--- src/rtl/wdog_pkg.sv ---
package wdog_pkg;
  localparam logic [7:0]  OFS_CTRL  = 8'h00;
  localparam logic [7:0]  OFS_RANGE = 8'h04;
  localparam logic [7:0]  OFS_KICK  = 8'h0C;
  localparam logic [7:0]  OFS_STAT  = 8'h10;
  localparam logic [7:0]  OFS_ACK   = 8'h14;
  localparam logic [31:0] KICK_KEY  = 32'h0000_0076;
  localparam int          CODE_W    = 4;
endpackage

--- src/rtl/wdog_regs.sv ---
module wdog_regs
  import wdog_pkg::*;
(
  input  logic              clk_i,
  input  logic              rst_ni,
  input  logic              psel_i,
  input  logic              penable_i,
  input  logic              pwrite_i,
  input  logic [7:0]        paddr_i,
  input  logic [31:0]       pwdata_i,
  output logic [31:0]       prdata_o,
  input  logic              irq_i,
  output logic              en_o,
  output logic              mode_o,
  output logic [CODE_W-1:0] init_code_o,
  output logic [CODE_W-1:0] range_code_o,
  output logic              start_o,
  output logic              kick_o,
  output logic              ack_o
);
  logic wr_acc, rd_acc;
  logic en_q, mode_q;
  logic [CODE_W-1:0] init_q, range_q;

  assign wr_acc = psel_i && penable_i && pwrite_i;
  assign rd_acc = psel_i && penable_i && !pwrite_i;

  assign start_o = wr_acc && (paddr_i == OFS_CTRL) && pwdata_i[0] && !en_q;
  assign kick_o  = wr_acc && (paddr_i == OFS_KICK) && (pwdata_i == KICK_KEY) && en_q;
  assign ack_o   = rd_acc && (paddr_i == OFS_ACK);

  always_ff @(posedge clk_i or negedge rst_ni) begin
    if (!rst_ni) begin
      en_q    <= 1'b0;
      mode_q  <= 1'b0;
      init_q  <= '0;
      range_q <= '0;
    end else if (wr_acc) begin
      if (paddr_i == OFS_CTRL) begin
        en_q   <= pwdata_i[0];
        mode_q <= pwdata_i[1];
      end
      if (paddr_i == OFS_RANGE) begin
        range_q <= pwdata_i[CODE_W-1:0];
        init_q  <= pwdata_i[2*CODE_W-1:CODE_W];
      end
    end
  end

  always_comb begin
    prdata_o = '0;
    if (psel_i && !pwrite_i) begin
      case (paddr_i)
        OFS_CTRL:         prdata_o[1:0] = {mode_q, en_q};
        OFS_RANGE:        prdata_o[2*CODE_W-1:0] = {init_q, range_q};
        OFS_STAT, OFS_ACK: prdata_o[0] = irq_i;
        default:          prdata_o = '0;
      endcase
    end
  end

  assign en_o         = en_q;
  assign mode_o       = mode_q;
  assign init_code_o  = init_q;
  assign range_code_o = range_q;

  assert_start_enables_R3: assert property (@(posedge clk_i) disable iff (!rst_ni)
    start_o |=> en_o);
  assert_unmapped_zero_R2: assert property (@(posedge clk_i) disable iff (!rst_ni)
    (psel_i && !pwrite_i && paddr_i == 8'h08) |-> prdata_o == 32'd0);
endmodule

--- src/rtl/wdog_counter.sv ---
module wdog_counter
  import wdog_pkg::*;
#(
  parameter int CNT_W    = 32,
  parameter int BASE_EXP = 16
) (
  input  logic              clk_i,
  input  logic              rst_ni,
  input  logic              en_i,
  input  logic              start_i,
  input  logic              kick_i,
  input  logic [CODE_W-1:0] init_code_i,
  input  logic [CODE_W-1:0] range_code_i,
  output logic              expire_o
);
  localparam int MAX_CODE = (1 << CODE_W) - 1;

  logic [CNT_W-1:0] cnt_q;

  function automatic logic [CNT_W-1:0] load_val(input logic [CODE_W-1:0] code);
    return {CNT_W{1'b1}} >> (CNT_W - BASE_EXP - int'(code));
  endfunction

  assign expire_o = en_i && !start_i && !kick_i && (cnt_q == '0);

  always_ff @(posedge clk_i or negedge rst_ni) begin
    if (!rst_ni)         cnt_q <= '0;
    else if (start_i)    cnt_q <= load_val(init_code_i);
    else if (!en_i)      cnt_q <= cnt_q;
    else if (kick_i || cnt_q == '0) cnt_q <= load_val(range_code_i);
    else                 cnt_q <= cnt_q - 1'b1;
  end

  initial begin
    assert_fit_R3: assert (BASE_EXP >= 1 && BASE_EXP + MAX_CODE <= CNT_W);
  end

  assert_expire_gap_R6: assert property (@(posedge clk_i) disable iff (!rst_ni)
    expire_o |=> !expire_o);
  assert_hold_when_off_R9: assert property (@(posedge clk_i) disable iff (!rst_ni)
    (!en_i && !start_i) |=> $stable(cnt_q));
endmodule

--- src/rtl/wdog_resp.sv ---
module wdog_resp (
  input  logic clk_i,
  input  logic rst_ni,
  input  logic expire_i,
  input  logic mode_i,
  input  logic ack_i,
  output logic irq_o,
  output logic rst_req_o
);
  logic irq_q, rst_q, irq_set;

  assign irq_set = expire_i && mode_i && !irq_q;

  always_ff @(posedge clk_i or negedge rst_ni) begin
    if (!rst_ni) begin
      irq_q <= 1'b0;
      rst_q <= 1'b0;
    end else begin
      // second expiry with irq still pending escalates to reset
      rst_q <= expire_i && (!mode_i || irq_q);
      irq_q <= irq_set || (irq_q && !ack_i);
    end
  end

  assign irq_o     = irq_q;
  assign rst_req_o = rst_q;

  assert_irq_first_R7: assert property (@(posedge clk_i) disable iff (!rst_ni)
    (expire_i && mode_i && !irq_o) |=> (irq_o && !rst_req_o));
  assert_escalate_R7: assert property (@(posedge clk_i) disable iff (!rst_ni)
    (expire_i && mode_i && irq_o) |=> rst_req_o);
  assert_ack_clears_R8: assert property (@(posedge clk_i) disable iff (!rst_ni)
    (ack_i && !expire_i) |=> !irq_o);
  assert_mode0_reset_R6: assert property (@(posedge clk_i) disable iff (!rst_ni)
    (expire_i && !mode_i) |=> rst_req_o);
  assert_single_pulse_R6: assert property (@(posedge clk_i) disable iff (!rst_ni)
    rst_req_o |=> !rst_req_o);
endmodule

--- src/rtl/wdog_keyed.sv ---
module wdog_keyed
  import wdog_pkg::*;
#(
  parameter int CNT_W    = 32,
  parameter int BASE_EXP = 16
) (
  input  logic        clk_i,
  input  logic        rst_ni,
  input  logic        psel_i,
  input  logic        penable_i,
  input  logic        pwrite_i,
  input  logic [7:0]  paddr_i,
  input  logic [31:0] pwdata_i,
  output logic [31:0] prdata_o,
  output logic        irq_o,
  output logic        sys_rst_req_o
);
  logic              en, mode, start, kick, ack, expire, irq;
  logic [CODE_W-1:0] init_code, range_code;

  wdog_regs i_regs (
    .clk_i, .rst_ni, .psel_i, .penable_i, .pwrite_i, .paddr_i, .pwdata_i,
    .prdata_o,
    .irq_i        (irq),
    .en_o         (en),
    .mode_o       (mode),
    .init_code_o  (init_code),
    .range_code_o (range_code),
    .start_o      (start),
    .kick_o       (kick),
    .ack_o        (ack)
  );

  wdog_counter #(.CNT_W(CNT_W), .BASE_EXP(BASE_EXP)) i_counter (
    .clk_i, .rst_ni,
    .en_i         (en),
    .start_i      (start),
    .kick_i       (kick),
    .init_code_i  (init_code),
    .range_code_i (range_code),
    .expire_o     (expire)
  );

  wdog_resp i_resp (
    .clk_i, .rst_ni,
    .expire_i  (expire),
    .mode_i    (mode),
    .ack_i     (ack),
    .irq_o     (irq),
    .rst_req_o (sys_rst_req_o)
  );

  assign irq_o = irq;

  assert_quiet_when_off_R9: assert property (@(posedge clk_i) disable iff (!rst_ni)
    (!en && !start && !sys_rst_req_o) |=> !sys_rst_req_o);
endmodule

--- config.mk ---
export PLATFORM = sky130hd
export DESIGN_NAME = wdog_keyed
export DESIGN_NICKNAME = d
export VERILOG_FILES = /design/src/rtl/wdog_pkg.sv /design/src/rtl/wdog_regs.sv /design/src/rtl/wdog_counter.sv /design/src/rtl/wdog_resp.sv /design/src/rtl/wdog_keyed.sv
export SDC_FILE = /design/constraint.sdc
export NUM_CORES = 1
export LEC_CHECK = 0
export BUFFER_PORTS_ARGS = -buffer_cell sky130_fd_sc_hd__buf_4
export CORE_AREA = 4 4 98 100
export CTS_BUF_LIST = sky130_fd_sc_hd__clkbuf_16
export DETAILED_ROUTE_END_ITERATION = 6
export DIE_AREA = 0 0 102 104
export GPL_TIMING_DRIVEN = 0
export PLACE_DENSITY = 0.69
export SYNTH_ARGS = -nofsm -noshare
export SYNTH_HDL_FRONTEND = slang
export SYNTH_SLANG_ARGS = --single-unit
--- constraint.sdc ---
create_clock -name clk_i -period 3.16 [get_ports clk_i]
set_input_delay 0.316 -clock clk_i [delete_from_list [all_inputs] [get_ports clk_i]]
set_output_delay 0.316 -clock clk_i [all_outputs]
set_load 0.01 [all_outputs]
Yosys cells after proc, flatten, opt, wreduce, memory -nomap -nowiden
Cells that the tools add are included.
- flip-flop bits (word level): 44
- input bits: 45
- output and inout port bits: 34
- logic and storage cells: 58
- reductions and logical operators: 34
- add/subtract/negate cells: 3
- shift-type cells: 2
- muxes and demuxes: 7
- equal/unequal tests: 5
- operators with widths (operator ; number):
    2-to-1 mux 32 bit ; 3
    right shift 32 x 32 -> 32 bit, first input constant ; 2
    == test 32 x 7 -> 1 bit, second input constant ; 1
    zero test 32 bit ; 1
    subtractor 32 x 1 -> 32 bit, second input constant ; 1
    logical AND 1 bit ; 18
    == test 8 x 5 -> 1 bit, second input constant ; 2
    subtractor 5 x 4 -> 6 bit, first input constant ; 2
    == test 8 x 3 -> 1 bit, second input constant ; 1
    == test 8 x 4 -> 1 bit, second input constant ; 1
    zero test 8 bit ; 1
    2-to-1 mux 8 bit ; 1
    zero test 1 bit ; 7
    2-to-1 mux 6 bit ; 1
    AND reduction 2 bit ; 2
    logical OR 1 bit ; 3
    one-hot mux 1 bit (3 select lines) ; 1
    one-hot mux 1 bit (2 select lines) ; 1
    nonzero test 2 bit ; 1
    OR reduction 2 bit ; 1

Depth between registers and ports, before layout
- word-level depth: 12
- gate-level depth with buffers: 11
- depth with buffers taken out: 9

Hierarchy
From an unflattened synthesis, not the netlist that was laid out.
- cells, all modules: 474
- area total of the unflattened synthesis: 3963.8 µm²
- modules (own cells, without submodules) (module ; area an instance (µm²) ; times used ; cells each):
    wdog_counter ; 3047.9 ; 1 ; 383
    wdog_regs ; 834.6 ; 1 ; 85
    wdog_resp ; 81.3 ; 1 ; 6

Worst setup path before layout
OpenSTA, ideal clock, no wires.
- kind: register to register
- start point: reg i_counter.cnt_q[10]
- end point: reg i_counter.cnt_q[31]
- setup slack: 0.800 ns
- data required time: 3.036 ns
- stages on the path, launching flop included: 7
- library setup time: 0.124 ns
- arrival time: 2.236 ns
- clock period less this slack: 2.360 ns
- cells stage by stage: dfrtp_1 > or4_4 > nor3b_4 > nand3_1 > nor4b_1 > mux2_2 > a211o_1
- word-level cells in the longest chain between the ends: 5
- ends and longest elaborated chain (item ; RTL line ; text):
    start, declared ; wdog_counter.sv:18 ; logic [CNT_W-1:0] cnt_q;
    start signal, assigned ; wdog_counter.sv:28 ; else if (start_i) cnt_q <= load_val(init_code_i);
    start signal, assigned ; wdog_counter.sv:29 ; else if (!en_i) cnt_q <= cnt_q;
    start signal, assigned ; wdog_counter.sv:30 ; else if (kick_i || cnt_q == '0) cnt_q <= load_val(range_code_i);
    parallel branches: the longest is 2 deep, another holds subtractor 32 x 1 -> 32 bit ; n/a ;
    2-to-1 mux 32 bit * ; wdog_counter.sv:30 ;
    2-to-1 mux 32 bit * ; wdog_counter.sv:29 ;
    2-to-1 mux 32 bit * ; wdog_counter.sv:28 ;
Mark *: on every way between the ends. The select of a mux whose other input is x is not followed.
A chain may end at the register's enable or synchronous reset.

Worst setup path in the final report
- start point: reg i_counter.cnt_q[12]
- end point: reg i_counter.cnt_q[7]
- word-level cells in the longest chain between the ends: 5
- ends and longest elaborated chain (item ; RTL line):
    zero test 32 bit ; wdog_counter.sv:30
    logical OR 1 bit ; wdog_counter.sv:30
    2-to-1 mux 32 bit ; wdog_counter.sv:30
    2-to-1 mux 32 bit ; wdog_counter.sv:29
    2-to-1 mux 32 bit ; wdog_counter.sv:28
No other way between the ends. The select of a mux whose other input is x is not followed.

==> reports/metrics.cfg <==
[worst_setup_path]
worstPathCellList=nor3_2, nor3b_4, and2b_1, a32oi_1, buf_2, buf_2, nor3_1, nor3_1
worst_path_largest_cell_delay_ns=0.56
r2r-start=i_counter.cnt_q[12]
reg2reg_depth=8
setup.worst_path.start=i_counter.cnt_q[12]
critPathMaxFanout=10
cp.required_ns=3.34
crit_buf_inv=2
endpoint_kind=flop
cp_num_cells=8
start_kind=flop
criticalPathCategory=reg -> reg
path_delay_family=simple AND/OR/NAND/NOR gates
critPathSlowestCell=nor3_2
arrival_ns=3.03

[timing]
fin_setup_tns_ns=0
finalCritPeriodShare_pct=90.4
finalSetupViolCount=0
tightest_slew_ns=0.930
slew_headroom_pct=37.1
skew_ns=0.00525
clock.fmax_ghz=0.350
period_needed_ns=2.86
setup_ws_ns=0.302
hold_viol_final=0
holdWs_ns=0.0212
grt_setup_unrepaired=no
report.final.slew_viol_count=0

[route]
wl_met3_microns=1350
drc=0
routed_wl_microns=13700
ant_nets=0
vias=4105
dr.pass1.iters=5
drt_iter0_markers=431
wl_per_cell_microns=20.5
viasPerCell=6.16
met1Wirelength_microns=5580
highest_layer=met4
routed-wl-met2_microns=6190

[clocking]
clock_latency_ns=0.29
clock_tree.htree_level_count=2
cts.hold.buffers_added=0
cts-resized-gates=0
cts.path.max_buffers=2
cts.sink_count=44
cts_tree=built
postCtsSetupBuffers=0
cts-root-buf=clkbuf_16
cts_buffers=5
clk_pin_slew_ns=0.07

[die]
ios=79
die_h_microns=104
core_area_sq_mm=0.00868
row_count=34
dieArea_sq_mm=0.0106
start_util_pct=44.7
fp.dieW_microns=102

[synth]
ys.warnings.count=0
synth_top_area_share_pct=28.4
netlist_instances=474
ys_types=68
yosys_register_bits=44
synth_area_sq_mm=0.00388
seq_area_frac_synth_pct=28.4
synth_edf_count=0
yosys-top-cells-area=dfrtp_1 28%, buf_4 5.2%, nor3_1 4.8%
yosys.area.top_type=dfrtp_1
synthFlopType=dfrtp_1
syn_avg_cell_area_sq_um=8.18
synthArstFlopShare_pct=100

[grt]
grt_pass1_vias=4137
grt_pass1_wl_microns=21800
grt_overflow=0
grt_max_degree=45
track_usage_pct=26.0
antenna_found_initial=0

[run]
max_cap_violations=0

[pwr]
powerDensity_mw_per_mm2=495
leakage_nw=2.03
peakVddDrop_mv=0.318

[placement]
place_congestion=1.02
place_ws_ns=0.348
dp_hpwl_microns=10100
dp.cells=658
portBuffers=53

[finish]
nets=611
drive_gt1_share_pct=22.0
area_growth_pct=20.2
multi_input_area_sq_mm=0.00248
instances_no_fill=666
fillers=842
diodes=0
regArea_sq_mm=0.00110

[hold_path]
hold_path.class=in -> async

[status]
outcome=complete, no violations

layout make-up:
class	instances	area share [%]
Multi-Input combinational cell	386	53.3
Sequential cell	44	23.6
Timing Repair Buffer	53	8.54
Buffer	51	6.87
Tap cell	108	2.90
Clock buffer	5	2.68
Inverter	16	1.29
Clock inverter	3	0.805
layer usage:
layer	vias up	global-route usage, %
met2	252	40.7
met1	1928	34.7
met3	52	5.63
met5	-	0
met4	0	10.0
li1	1873	-
per-stage QoR:
stage          cell area [sq um]  utilization, %  power (W)
2_1_floorplan               3970               -    0.00146
5_1_grt                     4660            53.7    0.00244
4_1_cts                     4660            53.7    0.00230
6_report                    4660            53.7    0.00231
3_5_place_dp                4500            51.8    0.00169
3_3_place_gp                4500            51.8    0.00166
report_power, final:
group / total [W] / leakage, nW / internal, W / switching, W
clock network: 0.000602 / 0.0789 / 0.000368 / 0.000234
logic: 0.000784 / 1.39 / 0.000385 / 0.000400
registers: 0.000922 / 0.556 / 0.000711 / 0.000211
cell usage after synthesis (10+ instances only):
master,instances
a211oi_1,14
a21oi_1,20
a31oi_1,11
buf_2,10
buf_4,27
clkbuf_1,11
dfrtp_1,44
inv_1,16
nand2_1,26
nand3_1,23
nor2_1,35
nor3_1,37
nor4_1,15
o21ai_0,11
o22ai_1,10
xnor2_1,14
xor2_1,11
path summary, 6_finish.rpt:
check / end / slack (ns)
min reg2reg: i_resp.rst_req_o / 0.51
max reg2reg: i_counter.cnt_q[7] / 0.30
max in group asynchronous: i_counter.cnt_q[28] / 2.69
max: i_counter.cnt_q[7] / 0.30
min: i_counter.cnt_q[10] / 0.02
min in group clk_i: i_regs.range_code_o[2] / 0.26
sequential cells by signal, summed over array words and instances, names as in the netlist:
name	count
i_regs.en_o	1
i_resp.irq_o	1
i_regs.init_code_o	4
i_counter.cnt_q	32
i_regs.range_code_o	4
i_regs.mode_o	1
i_resp.rst_req_o	1
placed cells by master, fill, tap and decap left out, drive strengths merged, types with 3 or more instances in the layout:
master,instances
xor2,11
a211oi,14
nand2b,7
or3,8
mux2,12
o211ai,5
a31o,5
nand4b,3
nor2,37
or4,4
a22oi,3
o22ai,10
clkbuf,16
a21oi,20
nor4bb,3
xnor2,14
buf,93
inv,16
nand3,23
nor2b,8
nor4b,7
and3,4
dfrtp,44
mux2i,5
nand2,27
ha,9
nor4,16
nand4,5
nor3b,3
a31oi,11
nor3,38
o21ai,15
and2,8
conb,24
cell families after synthesis:
logic type | share of synthesized area, %
simple gates | 30.6
compound gates | 17.8
buf+inv | 9.81
flops | 28.4
xor+xnor | 5.65
mux | 4.77
fa+ha+maj | 2.90
other cells | 0.0967
Note: power is estimated with default switching activity, not from simulation.
